--- src/rtl/cmr_pkg.sv ---
`timescale 1ns/1ps
package cmr_pkg;
  localparam int WAYS   = 4;
  localparam int WAY_W  = 2;
  localparam int CTRL_W = 3;

  typedef struct packed {
    logic keep_on_push; // bit 2
    logic inv_all;      // bit 1
    logic enable;       // bit 0
  } cmr_ctrl_t;

  typedef enum logic [1:0] {
    PS_IDLE,
    PS_LOOKUP,
    PS_DECIDE,
    PS_WBACK
  } cmr_push_st_e;

  function automatic logic [WAYS-1:0] cmr_way_dec(input logic [WAY_W-1:0] w);
    logic [WAYS-1:0] r;
    r    = '0;
    r[w] = 1'b1;
    return r;
  endfunction
endpackage

--- src/rtl/cmr_ctrl_reg.sv ---
`timescale 1ns/1ps
module cmr_ctrl_reg
  import cmr_pkg::*;
(
  input  logic      clk,
  input  logic      rst,
  input  logic      wr_acc,
  input  cmr_ctrl_t wdata,
  input  logic      walk_done,
  output cmr_ctrl_t q,
  output logic      walk_start
);
  cmr_ctrl_t q_r;

  always_ff @(posedge clk) begin
    if (rst) begin
      q_r <= '0;
    end else if (wr_acc) begin
      q_r <= wdata;
    end else if (walk_done) begin
      q_r.inv_all <= 1'b0;
    end
  end

  assign q          = q_r;
  assign walk_start = wr_acc & wdata.inv_all;

  AST_INV_SELFCLR: assert property (@(posedge clk) disable iff (rst)
    walk_done |=> !q_r.inv_all);
  AST_RESET_CLEARS: assert property (@(posedge clk)
    rst |=> (q_r == '0));
endmodule

--- src/rtl/cmr_walker.sv ---
`timescale 1ns/1ps
module cmr_walker
  import cmr_pkg::*;
#(
  parameter int SETS  = 128,
  parameter int IDX_W = $clog2(SETS)
) (
  input  logic             clk,
  input  logic             rst,
  input  logic             start,
  output logic             active,
  output logic             done,
  output logic [IDX_W-1:0] idx,
  output logic [WAYS-1:0]  we
);
  localparam logic [IDX_W-1:0] LAST = IDX_W'(SETS - 1);

  logic             active_q;
  logic [IDX_W-1:0] idx_q;
  logic [WAYS-1:0]  we_q;

  always_ff @(posedge clk) begin
    if (rst) begin
      active_q <= 1'b0;
      idx_q    <= '0;
      we_q     <= '0;
    end else if (start) begin
      active_q <= 1'b1;
      idx_q    <= '0;
      we_q     <= '1;
    end else if (active_q) begin
      if (idx_q == LAST) begin
        active_q <= 1'b0;
        we_q     <= '0;
      end else begin
        idx_q <= idx_q + 1'b1;
      end
    end
  end

  assign active = active_q;
  assign done   = active_q && (idx_q == LAST);
  assign idx    = idx_q;
  assign we     = we_q;

  AST_WALK_START: assert property (@(posedge clk) disable iff (rst)
    start |=> (active_q && (idx_q == '0) && (we_q == '1)));
  AST_WALK_STEP: assert property (@(posedge clk) disable iff (rst)
    (active_q && !done) |=> (active_q && (idx_q == $past(idx_q) + 1'b1)));
  AST_WALK_END: assert property (@(posedge clk) disable iff (rst)
    done |=> (!active_q && (we_q == '0)));
endmodule

--- src/rtl/cmr_push_seq.sv ---
`timescale 1ns/1ps
module cmr_push_seq
  import cmr_pkg::*;
#(
  parameter int IDX_W = 7
) (
  input  logic             clk,
  input  logic             rst,
  input  logic             start,
  input  logic [IDX_W-1:0] set_i,
  input  logic [WAY_W-1:0] way_i,
  input  logic             keep_i,
  input  logic             rvalid_i,
  input  logic             rdirty_i,
  input  logic             wb_ack_i,
  output logic             busy,
  output logic             re,
  output logic [IDX_W-1:0] idx,
  output logic [WAY_W-1:0] way,
  output logic [WAYS-1:0]  we,
  output logic             wvalid,
  output logic             wdirty,
  output logic             wb_req
);
  cmr_push_st_e     st_q;
  logic             re_q;
  logic [IDX_W-1:0] idx_q;
  logic [WAY_W-1:0] way_q;
  logic [WAYS-1:0]  we_q;
  logic             wvalid_q;
  logic             wdirty_q;
  logic             wb_req_q;

  always_ff @(posedge clk) begin
    if (rst) begin
      st_q     <= PS_IDLE;
      re_q     <= 1'b0;
      idx_q    <= '0;
      way_q    <= '0;
      we_q     <= '0;
      wvalid_q <= 1'b0;
      wdirty_q <= 1'b0;
      wb_req_q <= 1'b0;
    end else begin
      we_q <= '0;
      unique case (st_q)
        PS_IDLE: begin
          if (start) begin
            idx_q <= set_i;
            way_q <= way_i;
            re_q  <= 1'b1;
            st_q  <= PS_LOOKUP;
          end
        end
        PS_LOOKUP: begin
          re_q <= 1'b0;
          st_q <= PS_DECIDE;
        end
        PS_DECIDE: begin
          if (rvalid_i && rdirty_i) begin
            wb_req_q <= 1'b1;
            st_q     <= PS_WBACK;
          end else begin
            if (!keep_i) begin
              we_q     <= cmr_way_dec(way_q);
              wvalid_q <= 1'b0;
              wdirty_q <= 1'b0;
            end
            st_q <= PS_IDLE;
          end
        end
        PS_WBACK: begin
          if (wb_ack_i) begin
            wb_req_q <= 1'b0;
            we_q     <= cmr_way_dec(way_q);
            wvalid_q <= keep_i;
            wdirty_q <= 1'b0;
            st_q     <= PS_IDLE;
          end
        end
        default: st_q <= PS_IDLE;
      endcase
    end
  end

  assign busy   = (st_q != PS_IDLE);
  assign re     = re_q;
  assign idx    = idx_q;
  assign way    = way_q;
  assign we     = we_q;
  assign wvalid = wvalid_q;
  assign wdirty = wdirty_q;
  assign wb_req = wb_req_q;

  AST_WB_HOLD: assert property (@(posedge clk) disable iff (rst)
    (wb_req_q && !wb_ack_i) |=> (wb_req_q && $stable(idx_q) && $stable(way_q)));
  AST_PUSH_ONE_WAY: assert property (@(posedge clk) disable iff (rst)
    $onehot0(we_q));
  AST_CLEAN_NO_WB: assert property (@(posedge clk) disable iff (rst)
    ((st_q == PS_DECIDE) && !(rvalid_i && rdirty_i)) |=> !wb_req_q);
  AST_PUSH_WR_VALUE: assert property (@(posedge clk) disable iff (rst)
    (|we_q) |-> ((wvalid_q == keep_i) && !wdirty_q));
endmodule

--- src/rtl/cache_maint_ctrl.sv ---
`timescale 1ns/1ps
module cache_maint_ctrl
  import cmr_pkg::*;
#(
  parameter  int LINES = 512,
  localparam int SETS  = LINES / WAYS,
  localparam int IDX_W = $clog2(SETS)
) (
  input  logic              clk,
  input  logic              rst,
  input  logic              ctrl_wr,
  input  logic [CTRL_W-1:0] ctrl_wdata,
  output logic [CTRL_W-1:0] ctrl_q,
  output logic              lookup_en,
  input  logic              push_valid,
  input  logic [IDX_W-1:0]  push_set,
  input  logic [WAY_W-1:0]  push_way,
  output logic              busy,
  output logic              dir_re,
  output logic [IDX_W-1:0]  dir_idx,
  output logic [WAY_W-1:0]  dir_way,
  output logic [WAYS-1:0]   dir_we,
  output logic              dir_wvalid,
  output logic              dir_wdirty,
  input  logic              dir_rvalid,
  input  logic              dir_rdirty,
  output logic              wb_req,
  input  logic              wb_ack
);
  cmr_ctrl_t        creg;
  logic             ctrl_acc;
  logic             push_acc;
  logic             walk_start;
  logic             walk_active;
  logic             walk_done;
  logic [IDX_W-1:0] walk_idx;
  logic [WAYS-1:0]  walk_we;
  logic             push_busy;
  logic [IDX_W-1:0] push_idx;
  logic [WAYS-1:0]  push_we;
  logic             push_wvalid;
  logic             push_wdirty;

  // Control writes win over a push offered in the same cycle.
  assign ctrl_acc = ctrl_wr & ~busy;
  assign push_acc = push_valid & ~busy & ~ctrl_wr;

  cmr_ctrl_reg u_ctrl (
    .clk        (clk),
    .rst        (rst),
    .wr_acc     (ctrl_acc),
    .wdata      (cmr_ctrl_t'(ctrl_wdata)),
    .walk_done  (walk_done),
    .q          (creg),
    .walk_start (walk_start)
  );

  cmr_walker #(.SETS(SETS), .IDX_W(IDX_W)) u_walk (
    .clk    (clk),
    .rst    (rst),
    .start  (walk_start),
    .active (walk_active),
    .done   (walk_done),
    .idx    (walk_idx),
    .we     (walk_we)
  );

  cmr_push_seq #(.IDX_W(IDX_W)) u_push (
    .clk      (clk),
    .rst      (rst),
    .start    (push_acc),
    .set_i    (push_set),
    .way_i    (push_way),
    .keep_i   (creg.keep_on_push),
    .rvalid_i (dir_rvalid),
    .rdirty_i (dir_rdirty),
    .wb_ack_i (wb_ack),
    .busy     (push_busy),
    .re       (dir_re),
    .idx      (push_idx),
    .way      (dir_way),
    .we       (push_we),
    .wvalid   (push_wvalid),
    .wdirty   (push_wdirty),
    .wb_req   (wb_req)
  );

  // Only one sequencer owns the directory at a time, so the merge is an OR.
  for (genvar g = 0; g < WAYS; g++) begin : g_we
    assign dir_we[g] = walk_we[g] | push_we[g];
  end

  assign dir_idx    = walk_active ? walk_idx : push_idx;
  assign dir_wvalid = (|push_we) & push_wvalid;
  assign dir_wdirty = (|push_we) & push_wdirty;
  assign busy       = walk_active | push_busy;
  assign ctrl_q     = creg;
  assign lookup_en  = creg.enable;

  AST_ONE_OWNER: assert property (@(posedge clk) disable iff (rst)
    !(walk_active && push_busy));
  AST_RESET_QUIET: assert property (@(posedge clk)
    rst |=> ((dir_we == '0) && !wb_req && !busy));
  AST_REFUSE_CTRL: assert property (@(posedge clk) disable iff (rst)
    (busy && ctrl_wr && !walk_done) |=> (ctrl_q == $past(ctrl_q)));
  AST_REFUSE_PUSH: assert property (@(posedge clk) disable iff (rst)
    busy |=> !dir_re);
endmodule

--- config.mk ---
export PLATFORM = sky130hd
export DESIGN_NAME = cache_maint_ctrl
export DESIGN_NICKNAME = d
export VERILOG_FILES = /design/src/rtl/cmr_pkg.sv /design/src/rtl/cmr_ctrl_reg.sv /design/src/rtl/cmr_walker.sv /design/src/rtl/cmr_push_seq.sv /design/src/rtl/cache_maint_ctrl.sv
export SDC_FILE = /design/constraint.sdc
export NUM_CORES = 1
export LEC_CHECK = 0
export BUFFER_PORTS_ARGS = -buffer_cell sky130_fd_sc_hd__buf_2
export CAP_MARGIN = 20
export CORE_ASPECT_RATIO = 0.7
export CORE_MARGIN = 2
export CORE_UTILIZATION = 55
export CTS_CLUSTER_SIZE = 40
export DETAILED_ROUTE_END_ITERATION = 7
export GPL_TIMING_DRIVEN = 0
export PLACE_DENSITY = 0.95
export SYNTH_ARGS = -nofsm -noshare
export SYNTH_HDL_FRONTEND = slang
export SYNTH_SLANG_ARGS = --single-unit
--- constraint.sdc ---
create_clock -name clk -period 3.4 [get_ports clk]
set_input_delay 0.51 -clock clk [delete_from_list [all_inputs] [get_ports clk]]
set_output_delay 0.51 -clock clk [all_outputs]
set_load 0.1 [all_outputs]
Word level (Yosys, flattened, before mapping). Cells that the tools add are included.

Add/subtract/negate cells: 1. Multipliers: 0. Divide/modulo/power cells: 0. Magnitude comparators: 2. Equality and inequality tests: 9. Shift operators: 0. Muxes and demuxes: 29. Bitwise gates (word level): 14. Reductions and logical operators: 19.

Operators by type and width (number): 2-to-1 mux 4 bit (6); 2-to-1 mux 1 bit (12); nonzero test 2 bit (6); AND reduction 2 bit (5); != test 2 bit, second input constant (4); case mux 1 bit (2 select lines) (4); case mux 2 bit (4 select lines) (1); case mux 4 bit (2 select lines) (1); adder 7 x 1 -> 7 bit, second input constant (1); == test 7 bit, second input constant (1); 2-to-1 mux 7 bit (1); bitwise AND 1 bit (6); 2-to-1 mux 2 bit (3); OR 1 bit (5); == test 2 bit, second input constant (2); AND reduction 4 bit (1); OR reduction 4 bit (1); logical AND 1 bit (3); < comparator 2 x 3 -> 1 bit, second input constant (1); inverter 1 bit (3); AND reduction 3 bit (1); demux 1 bit (select 2 bit) (1); == test 2 x 1 -> 1 bit, second input constant (1); greater-or-equal comparator 2 x 1 -> 1 bit, second input constant (1); other kinds (3) (3).

Flip-flop bits (word level): 34. Latch bits: 0. Bits in writable memories: 0. Memory bits (read-only): 0. Output and inout bits: 22. Logic and storage cells: 88. Memories kept: 0.

Logic depth before layout (Yosys ltp). Gate-level depths: netlist of run 1.

Depth after elaboration: 7. Mapped depth: 5.

By module. From an unflattened synthesis of run 1, not the netlist that was laid out.

Cells, all modules: 157. Area total of the unflattened synthesis: 1606.5 µm².

Modules (own cells, without submodules): cmr_push_seq (times used 1, cells an instance 80, area an instance 848.3 µm², seq. area each 360.3 µm²); cmr_walker (times used 1, cells an instance 48, area an instance 449.2 µm², seq. area each 180.2 µm²); cache_maint_ctrl (times used 1, cells an instance 18, area an instance 200.2 µm², seq. area each 0.0 µm²); cmr_ctrl_reg (times used 1, cells an instance 11, area an instance 108.9 µm², seq. area each 60.1 µm²).

Least setup slack after synthesis of run 1. OpenSTA, ideal clock, no wires.

Kind: reg2reg. Start: reg u_push.st_q[0]. End: reg u_push.idx_q[6] (netlist: u_push.idx[6]). Arrival time: 1903 ps. Data required time: 3268 ps. Setup slack: 1365 ps. Cell stages (with the launch flop): 6. Buffers on the path: 1. Clock period less this slack: 2035 ps. Cell sequence: dfxtp_1 buf_2 nor3_4 clkinv_1 o21ai_0 a21oi_1.

Word-level cells in the longest chain between the ends: 6. Elaborated cells between the ends (all ways): 7. Those cells by class: bitwise: 4; reduce/logical: 3.

Ends and longest elaborated chain: start: declaration (RTL line cmr_push_seq.sv:25) `cmr_push_st_e st_q;`; start signal: assignment (RTL line cmr_push_seq.sv:36) `st_q <= PS_IDLE;`; start signal: assignment (RTL line cmr_push_seq.sv:52) `st_q <= PS_LOOKUP;`; start signal: assignment (RTL line cmr_push_seq.sv:57) `st_q <= PS_DECIDE;`; nonzero test 2 bit (RTL line cmr_push_seq.sv:86) `assign busy = (st_q != PS_IDLE);`; OR 1 bit (RTL line cache_maint_ctrl.sv:96) `assign busy = walk_active | push_busy;`; via busy (RTL line cache_maint_ctrl.sv:18) `output logic busy,`; inverter 1 bit (RTL line cache_maint_ctrl.sv:46) `assign push_acc = push_valid & ~busy & ~ctrl_wr;`; bitwise AND 1 bit (2 in series) (RTL line cache_maint_ctrl.sv:46); AND reduction 2 bit (no line); end signal: assignment (RTL line cmr_push_seq.sv:49) `idx_q <= set_i;`; end: declaration (RTL line cmr_push_seq.sv:27) `logic [IDX_W-1:0] idx_q;`.

The timed path passes the listed nets, and every way through them passes these cells. A chain may end at the register's enable or synchronous reset.

Final worst setup path of run 1.
Start: reg u_walk.active_q (netlist: u_walk.active). End: out dir_idx[5].

Word-level cells in the longest chain between the ends: 1.

Ends and longest elaborated chain: start: declaration (RTL line cmr_walker.sv:18) `logic active_q;`; start signal: assignment (RTL line cmr_walker.sv:24) `active_q <= 1'b0;`; start signal: assignment (RTL line cmr_walker.sv:28) `active_q <= 1'b1;`; start signal: assignment (RTL line cmr_walker.sv:33) `active_q <= 1'b0;`; 2-to-1 mux 7 bit (RTL line cache_maint_ctrl.sv:93) `assign dir_idx = walk_active ? walk_idx : push_idx;`; end: declaration (RTL line cache_maint_ctrl.sv:20) `output logic [IDX_W-1:0] dir_idx,`.

Every way passes these cells.

==> impl_metrics.tcl, run 1 <==
set metrics [dict create \
    diodes 0 \
    maxCapViolations 0 \
    r2r_start "u_walk.idx[0]$_SDFFE_PP0P_" \
    syn-num-nets 193 \
    grt_pass1_wl_um 5530 \
    min-delay-start "u_ctrl.q[0]$_SDFFE_PP0P_" \
    grt_overflow_total 0 \
    routed_wirelength_um 3530 \
    setup.worst_path.start "u_walk.active$_SDFF_PP0_" \
    dieArea_um2 3100 \
    htreeDepth 2 \
    pin_count 41 \
    grt_pass1_vias 1252 \
    ant_nets 0 \
    power.total_mw 0.910 \
    antenna_found_initial 0 \
    postCtsSetupBuffers 0 \
    die_h_um 47.2 \
    clock_skew_ns 0.00331 \
    maxSlewViolCount 0 \
    p_per_area_nw_per_um2 507 \
    area_growth_pct 22.5 \
    synth_top_area_cell "dfxtp_1" \
    num_rows 15 \
    critPathCaptureType "output port" \
    die_w_um 65.7 \
    critPathMaxFanout 10 \
    gp_congestion 0.886 \
    finalCritPeriodShare 0.697 \
    final.setup.tns_ns 0 \
    synth_cells 173 \
    root_buffer "clkbuf_8" \
    rsz0062_at_grt "no" \
    numCtsBuffers 5 \
    drc 0 \
    grt_max_degree 11 \
    clk_pin_slew_ns 0.06 \
    min_period_ns 2.37 \
    via_per_inst 5.70 \
    cp-start-kind "flip-flop" \
    tritoncts "built" \
    ys_ff_latch 30 \
    synth_area_um2 1470 \
    hold_path.class "reg -> reg" \
    cts_hold_buf 0 \
    setup_violations 0 \
    synth_top_cell_area_share 0.410 \
    arrival_ns 1.86 \
    clkLatencyLatePin_ns 0.28 \
    irDropWorstVdd_mv 0.299 \
    synthDistinctLibCells 38 \
    ctsResizeCount 0 \
    leakage_nw 0.759 \
    synth_common_cells "dfxtp_1, a21oi_1, nand3_1" \
    finalHoldViolCount 0 \
    io_buffers 39 \
    status "finished, final reports clean" \
    wl_per_cell_um 13.9 \
    critPathKind "reg -> out" \
    ys_warn_count 0 \
    synthArstFlopShare 0 \
    dp_hpwl_um 2520 \
    synth_most_common_cell "dfxtp_1" \
    route.vias.total 1448 \
    max_freq_ghz 0.422 \
    drive_above_1_share 0.305 \
    ys.flop_type "dfxtp_1" \
    nNetsFinal 239 \
    syn_avg_cell_area_um2 8.47 \
    cts.sinks 30 \
    crit_required_ns 2.89 \
    fp.coreArea_um2 2500 \
    dr.pass1.iters 4 \
    clk_path_buf_depth 2 \
    synth.yosys.seq_area_share 0.410 \
    synth_edf_count 0 \
    grt_use_total 0.245 \
    synth.area.top_cells "dfxtp_1, a21oi_1, mux2_2" \
    initial_core_util 0.587 \
    drt_iter0_drc 128 \
]
## per-stage QoR
step                      utilization  hold WS (ns)  instances  cell area [µm²]  setup slack (ns)
final                           0.719         0.476        254             1790              1.03
after global placement          0.682         0.462        246             1700              1.37
after CTS                       0.719         0.474        254             1790              1.04
after detailed placement        0.682         0.464        246             1700              1.36
after floorplan                     -         0.451        173             1470              1.36
after global routing            0.719         0.480        254             1790             0.987
## flip-flops by register name, indices dropped and copies added (netlist names)
register	cells
u_push.re	1
u_push.wb_req	1
u_push.way	2
u_push.st_q	2
u_walk.idx	7
u_ctrl.q	3
u_walk.active	1
u_push.wvalid	1
u_walk.we	1
u_push.idx	7
u_push.we	4
## cell usage in the layout (no fill, tap or decap), types with 7 or more instances in the layout
master	Yosys	layout
nand2_1	9	9
buf_2	3	42
mux2_2	7	7
o21ai_1	9	9
o21ai_0	10	10
nand3_1	15	15
dfxtp_1	30	30
a21oi_1	19	19
## worst paths after layout
| path | slack (ns) | depth (start not counted) | to |
|---|---|---|---|
| worst max-delay path | 1.03 | 4 | dir_idx[5] |
| worst min-delay path | 0.48 | 2 | u_ctrl.q[0]$_SDFFE_PP0P_ |
| worst max register to register | 1.82 | 4 | u_walk.idx[5]$_SDFFE_PP0P_ |
| worst min register to register | 0.48 | 2 | u_ctrl.q[0]$_SDFFE_PP0P_ |
## power breakdown
group | internal [mW] | switching, mW
clock network | 0.163 | 0.128
logic | 0.0548 | 0.187
registers | 0.366 | 0.0115
## layer usage
metal	vias to the layer above	routed length, µm	global-route usage
li1	719	-	-
met1	672	1640	0.325
met2	52	1630	0.390
met3	5	225	0.0624
met4	0	35	0.104
met5	-	0	0
## final cells by class
type | count | area [µm²]
Multi-Input combinational cell | 123 | 763
Fill cell | 201 | 702
Sequential cell | 30 | 601
Timing Repair Buffer | 39 | 195
Clock buffer | 7 | 86.3
Buffer | 14 | 78.8
Tap cell | 34 | 42.5
Inverter | 6 | 22.5
Clock inverter | 1 | 5.00
## cells by family (layout without fill, tap and decap cells)
kind of cell | count (synthesis) | count (layout) | share of synthesized area
AOI/OAI and AO/OA | 55 | 55 | 0.219
adders and majority gates | 1 | 1 | 0.00854
buffers and inverters | 20 | 67 | 0.0692
DFF | 30 | 30 | 0.410
muxes | 11 | 11 | 0.0811
other | 1 | 1 | 0.00256
and+or+nand+nor | 55 | 55 | 0.209
## worst max-delay path, cell delays in order, from the launching register on
cell and delay [ns]:
dfxtp_1 0.31, buf_4 0.16, clkbuf_1 0.41, mux2_2 0.41, buf_2 0.29
(Power assumes the default switching activity.)
==> run 2, diff against run 1 <==
ABC_AREA = 1   (was not set)
CORE_UTILIZATION = 45   (was 55)
PLACE_DENSITY = 0.86   (was 0.95)
clock period = 2.1 ns   (was 3.4 ns; I/O delays follow)
==> run 2 against run 1 <==
Compared with the run above: worst hold slack worse by 0.17 ns; via count is 7.3% lower; critical path depth stayed put; synthesized cell count is 12% higher; clock-buffer cell count is 1 lower; cell area is 1.5% lower; utilization is 11 points lower; non-clock buffer count is 5 lower; global-route usage is 5.2 points lower; sequential power is 64% higher; setup slack worse by 0.88 ns.
==> impl_metrics.tcl, run 2 <==
set metrics [dict create \
    status "finished, final reports clean" \
    ff2ff_path_depth 7 \
    clk_path_buf_depth 2 \
    min_to "u_ctrl.q[2]$_SDFFE_PP0P_" \
    place_worst_setup_slack_ns 0.371 \
    die_h_um 50.7 \
    worst_path_max_delay_cell "dfxtp_1" \
    min_period_ns 1.95 \
    synth_common_cells "nand2_1, dfxtp_1, inv_1" \
    clk_pin_slew_ns 0.07 \
    synth.area.top_cells "dfxtp_1, nand2_1, a21oi_1" \
    p_per_area_nw_per_um2 857 \
    crit_required_ns 1.78 \
    finalHoldViolCount 0 \
    grt_pass1_vias 1226 \
    io_buffers 39 \
    critPathCaptureType "output port" \
    maxSlewViolCount 0 \
    grt_max_degree 11 \
    syn_avg_cell_area_um2 7.25 \
    rsz0062_at_grt "no" \
    synthDistinctLibCells 30 \
    layout_common_cells "nand2_1, buf_2, dfxtp_1" \
    synth_edf_count 0 \
    maxCapViolations 0 \
    drive_above_1_share 0.288 \
    drc 0 \
    ys_ff_latch 30 \
    worstHoldPathCells 3 \
    root_buffer "clkbuf_8" \
    synth_most_common_cell "nand2_1" \
    fp.coreArea_um2 2880 \
    pin_count 41 \
    antenna_found_initial 0 \
    slowest_delay_ns 0.47 \
    clkLatencyLatePin_ns 0.28 \
    via_per_inst 4.86 \
    leakage_nw 0.821 \
    die_w_um 70.7 \
    ys_warn_count 0 \
    intPower_mw 0.942 \
    cts.sinks 30 \
    grt_use_total 0.194 \
    ant_nets 0 \
    p_clk_frac 0.319 \
    setup_slack_ns 0.149 \
    seq_power_share 0.408 \
    r2r_start "u_walk.idx[0]$_SDFFE_PP0P_" \
    critPathKind "reg -> out" \
    route.vias.total 1342 \
    setup_violations 0 \
    placedCellCount 268 \
    synth.yosys.seq_area_share 0.429 \
    hold_path.class "in -> reg" \
    synth_top_cell_area_share 0.429 \
    grt_pass1_wl_um 5350 \
    r2r_slack_ns 0.69 \
    dr.pass1.iters 4 \
    clock_skew_ns 0.00421 \
    netSwitchingFraction 0.378 \
    nNetsFinal 259 \
    synth_area_um2 1400 \
    initial_core_util 0.486 \
    critPathMaxFanout 10 \
    min-delay-start "ctrl_wdata[2]" \
    htreeDepth 2 \
    arrival_ns 1.64 \
    syn-num-nets 213 \
    fillerInstances 288 \
    numCtsBuffers 5 \
    tritoncts "built" \
    diodes 0 \
    multi_input_area_um2 651 \
    dp_hpwl_um 2410 \
    routed_wirelength_um 3200 \
    critPathBufInv 2 \
    drt_iter0_drc 56 \
    gp_congestion 0.909 \
    r2r-end "u_walk.idx[0]$_SDFFE_PP0P_" \
    crit_family "buffers and inverters" \
    stdcell_count 276 \
    area_growth_pct 26.3 \
    area.sequential_um2 601 \
    finalCritPeriodShare 0.929 \
    grt_overflow_total 0 \
    irDropWorstVdd_mv 0.553 \
    num_rows 16 \
    dieArea_um2 3580 \
    layout_commonest_cell "nand2_1" \
    wl_per_cell_um 11.6 \
    power_frac_comb 0.273 \
    ys.flop_type "dfxtp_1" \
    cp-start-kind "flip-flop" \
    synth_cells 193 \
    max_freq_ghz 0.513 \
    crit_chain "clkbuf_1, nand2_1, o21ai_2, clkbuf_4" \
    switching_power_mw 0.573 \
    synthArstFlopShare 0 \
    synth_top_area_cell "dfxtp_1" \
]
[run 2: changes by cell type in the layout (fill, tap and decap cells not counted), sizes merged, moves of 4 or more]
cell and change:
mux2 -7, nand3 -6, nor2 +5, inv +24, buf -11, nor2b -6, nand2 +34, clkbuf +5
a31oi -4, mux2i -4
[run 2: repair_timing]
action                                  in CTS  in global routing
gates resized for setup                      0                  7
endpoints found under the setup margin       0                  7
hold buffers                                 0                  0
buffers inserted                             0                  0
[run 2: per-stage QoR]
stage / hold slack [ns] / power (mW) / setup TNS [ns] / util / area [µm²]
2_1_floorplan: 0.431 / 0.965 / -0.476 / - / 1420
3_3_place_gp: 0.447 / 1.03 / 0 / 0.574 / 1660
3_5_place_dp: 0.456 / 1.04 / 0 / 0.574 / 1660
4_1_cts: 0.301 / 1.52 / 0 / 0.607 / 1750
5_1_grt: 0.321 / 1.58 / 0 / 0.613 / 1770
6_report: 0.309 / 1.52 / 0 / 0.613 / 1770
[run 2: per-layer routing]
| metal | GRT usage | vias up | share of wire | wire (µm) |
|---|---|---|---|---|
| li1 | - | 709 | - | - |
| met1 | 0.257 | 590 | 0.51 | 1620 |
| met2 | 0.296 | 38 | 0.43 | 1360 |
| met3 | 0.0602 | 5 | 0.054 | 174 |
| met4 | 0.0755 | 0 | 0.012 | 38 |
| met5 | 0 | - | 0 | 0 |
[run 2: kinds of logic (layout without fill, tap and decap cells)]
kind of cell    count (synthesis)  after routing  share of synthesized area
buf+inv                        38             85                      0.117
flops                          30             30                      0.429
simple gates                   77             77                      0.269
fa+ha+maj                       1              1                    0.00894
xor+xnor                        1              1                    0.00626
other cells                     1              1                    0.00268
compound gates                 45             45                      0.167
[run 2: worst max path at each step]
stage,start,slack [ns],cells after the start,endpoint
after detailed placement,u_walk.active$_SDFF_PP0_,0.37,4,dir_idx[2]
after floorplan,u_walk.active$_SDFF_PP0_,-0.16,2,dir_idx[3]
after CTS,u_walk.active$_SDFF_PP0_,0.05,4,dir_idx[2]
final,u_walk.active$_SDFF_PP0_,0.15,4,dir_idx[2]
after global routing,u_walk.active$_SDFF_PP0_,0.01,4,dir_idx[2]
after global placement,u_walk.active$_SDFF_PP0_,0.39,4,dir_idx[1]
[run 2: power groups by stage]
stage / Combinational [mW] / Clock, mW / Sequential (mW)
final: 0.414 / 0.483 / 0.617
after global routing: 0.434 / 0.527 / 0.621
after CTS: 0.410 / 0.494 / 0.617
after detailed placement: 0.409 / 0 / 0.629
after global placement: 0.404 / 0 / 0.629
after floorplan: 0.281 / 0 / 0.683
[run 2: worst register-to-register path, stage by stage (launching register included)]
cell and delay, ns:
dfxtp_1 0.41, ha_1 0.25, nand2_1 0.08, nor2_2 0.15, nand2_2 0.13, nand2_4 0.10, nand2_1 0.06, a21oi_1 0.16
[run 2: cell type report]
class,instances,area share
buffer,9,0.0311
clock buffer,6,0.0467
multi-input combinational,125,0.368
inverter,29,0.0616
tap,36,0.0255
sequential,30,0.340
timing repair buffer,39,0.120
clock inverter,2,0.00708
==> run 3, diff against run 2 <==
CORE_UTILIZATION = 46   (was 45)
PLACE_DENSITY = 0.87   (was 0.86)
SKIP_LAST_GASP = 1   (was not set)
SYNTH_HIERARCHICAL = 1   (was not set)
==> run 3 against run 2 <==
Compared with the run above: cell count up 7.2%; register-to-register slack got worse by 0.22 ns; clock skew shrank 0.0012 ns; non-clock buffer count decreased by 1; largest cell class unchanged; highest routed layer unchanged; global-route usage down 1.9 points; the flow now finishes with violations (slew limit); synthesized cell count up 9.3%.
==> impl_metrics.tcl, run 3 <==
set metrics [dict create \
    crit_required_ns 1.78 \
    grt_overflow_total 0 \
    arrival_ns 1.54 \
    area.sequential_um2 601 \
    synth.yosys.seq_area_share 0.414 \
    route.vias.total 1370 \
    setup.worst_path.start "u_walk/active$_SDFF_PP0_" \
    synthDistinctLibCells 25 \
    path_depth 5 \
    critPathMaxFanout 9 \
    final.setup.tns_ns 0 \
    ys_warn_count 6 \
    setup_violations 0 \
    synth_area_um2 1450 \
    final_area_um2 1810 \
    switching_power_mw 0.562 \
    wl_per_cell_um 10.2 \
    crit_end "dir_idx[5]" \
    syn-num-nets 231 \
    hold_path.class "in -> reg" \
    ys_ff_latch 30 \
    drc 0 \
    r2r_start "u_walk/active$_SDFF_PP0_" \
    ff2ff_path_depth 8 \
    htreeDepth 2 \
    dieArea_um2 3620 \
    placedCellCount 288 \
    worst_path_max_delay_cell "buf_2" \
    synth_most_common_cell "nand2_1" \
    netSwitchingFraction 0.351 \
    dr.pass1.iters 4 \
    fillerInstances 274 \
    clk_pin_slew_ns 0.06 \
    maxCapViolations 0 \
    grt_use_total 0.175 \
    seq_power_share 0.390 \
    pin_count 41 \
    gp_congestion 0.781 \
    p_clk_frac 0.352 \
    die_w_um 71.1 \
    cts_hold_buf 0 \
    clock_skew_ns 0.00302 \
    crit_chain "buf_6, inv_1, nand2_1, nand2_1, buf_2" \
    irDropWorstVdd_mv 0.736 \
    cp-start-kind "flip-flop" \
    crit_family "buffers and inverters" \
    area_growth_pct 24.5 \
    hold_ws_ns 0.261 \
    synth_top_cell_area_share 0.414 \
    tightestPinTransition_ns 2.01 \
    nNetsFinal 277 \
    dp_hpwl_um 2280 \
    placed_area_um2 1700 \
    synth_common_cells "nand2_1, nor2_1, dfxtp_1" \
    postLayoutCoreUtil 0.585 \
    postCtsSetupBuffers 0 \
    cts.sinks 30 \
    grt_pass1_wl_um 4900 \
    drt_iter0_drc 55 \
    power_frac_comb 0.258 \
    r2r-end "u_walk/idx[4]$_SDFFE_PP0P_" \
    antenna_found_initial 0 \
    grt_max_degree 12 \
    crit_top_cell "nand2_1" \
    max_freq_ghz 0.538 \
    multi_input_area_um2 679 \
    via_per_inst 4.63 \
    die_h_um 51.0 \
    drive_above_1_share 0.310 \
    layout_common_cells "nand2_1, buf_2, nor2_1" \
    intPower_mw 1.04 \
    clk_path_buf_depth 2 \
    r2r_slack_ns 0.47 \
    min_period_ns 1.86 \
    maxSlewViolCount 1 \
    ant_nets 0 \
    rsz0062_at_grt "no" \
    synth_cells 211 \
    initial_core_util 0.470 \
    critPathKind "reg -> out" \
    p_per_area_nw_per_um2 886 \
    syn_avg_cell_area_um2 6.87 \
    wl_met2_um 1340 \
    slowest_delay_ns 0.42 \
    synth_top_area_cell "dfxtp_1" \
    fp.coreArea_um2 3080 \
    stdcell_count 296 \
    finalCritPeriodShare 0.885 \
    synth_edf_count 0 \
    grt_pass1_vias 1144 \
    routed_wirelength_um 3020 \
    synthArstFlopShare 0 \
    synth.area.top_cells "dfxtp_1, nand2_1, nor2_1" \
    critPathBufInv 3 \
    finalHoldViolCount 0 \
    slew-limit-headroom -0.338 \
    critPathCaptureType "output port" \
    status "complete, but fails checks" \
    ys.flop_type "dfxtp_1" \
    clkLatencyLatePin_ns 0.28 \
    layout_commonest_cell "nand2_1" \
    ctsResizeCount 0 \
    num_rows 17 \
    route.met3.wl_um 187 \
    numCtsBuffers 5 \
    tritoncts "built" \
    io_buffers 39 \
    highest_layer "met4" \
    violations "slew limit" \
    root_buffer "clkbuf_8" \
    m1WireLength_um 1480 \
    leakage_nw 0.918 \
    diodes 0 \
]
run 3: per-layer routing:
metal / up-vias / GRT usage
met5: - / 0
met1: 595 / 0.225
met4: 0 / 0.0566
li1: 732 / -
met3: 2 / 0.0651
met2: 41 / 0.273
run 3: logic make-up (layout without fill, tap and decap cells):
group	count (synthesis)	in the layout	share of synthesized area
other	1	1	0.00259
xor gates and xnor gates	1	1	0.00604
and+or+nand+nor	113	113	0.342
DFF	30	30	0.414
buffers and inverters	37	84	0.120
adders and majority gates	1	1	0.00863
AOI/OAI and AO/OA	28	28	0.107
run 3: per-stage QoR:
step / total power [mW] / setup slack, ns
global route: 1.67 / 0.160
detailed placement: 1.05 / 0.496
finish: 1.60 / 0.242
floorplan: 0.975 / 0.411
global placement: 1.04 / 0.511
CTS: 1.62 / 0.237
run 3: worst min path at each step:
stage | from | to | cells after the start
floorplan | rst | u_ctrl/q[1]$_SDFFE_PP0P_ | 1
global placement | u_push/re$_SDFFE_PP0P_ | u_push/re$_SDFFE_PP0P_ | 2
detailed placement | u_push/re$_SDFFE_PP0P_ | u_push/re$_SDFFE_PP0P_ | 2
CTS | push_way[1] | u_push/way[1]$_SDFFE_PP0P_ | 3
global route | push_way[1] | u_push/way[1]$_SDFFE_PP0P_ | 3
finish | push_set[5] | u_push/idx[5]$_SDFFE_PP0P_ | 3
run 3: cell type report:
type / instances / area share
multi-input combinational: 144 / 0.376
sequential: 30 / 0.333
timing repair buffer: 39 / 0.108
inverter: 29 / 0.0603
clock buffer: 5 / 0.0381
buffer: 8 / 0.0360
tap: 38 / 0.0263
clock inverter: 3 / 0.0222
run 3: worst min-delay path: stages:
cell and delay, ns:
buf_2 0.07, o21ai_1 0.05, nor2_1 0.07
run 3: power by group through the flow:
stage / sequential [mW] / combinational [mW] / clock [mW]
3_3_place_gp: 0.635 / 0.408 / 0
6_report: 0.623 / 0.413 / 0.563
2_1_floorplan: 0.696 / 0.279 / 0
3_5_place_dp: 0.636 / 0.413 / 0
4_1_cts: 0.623 / 0.414 / 0.579
5_1_grt: 0.627 / 0.438 / 0.607
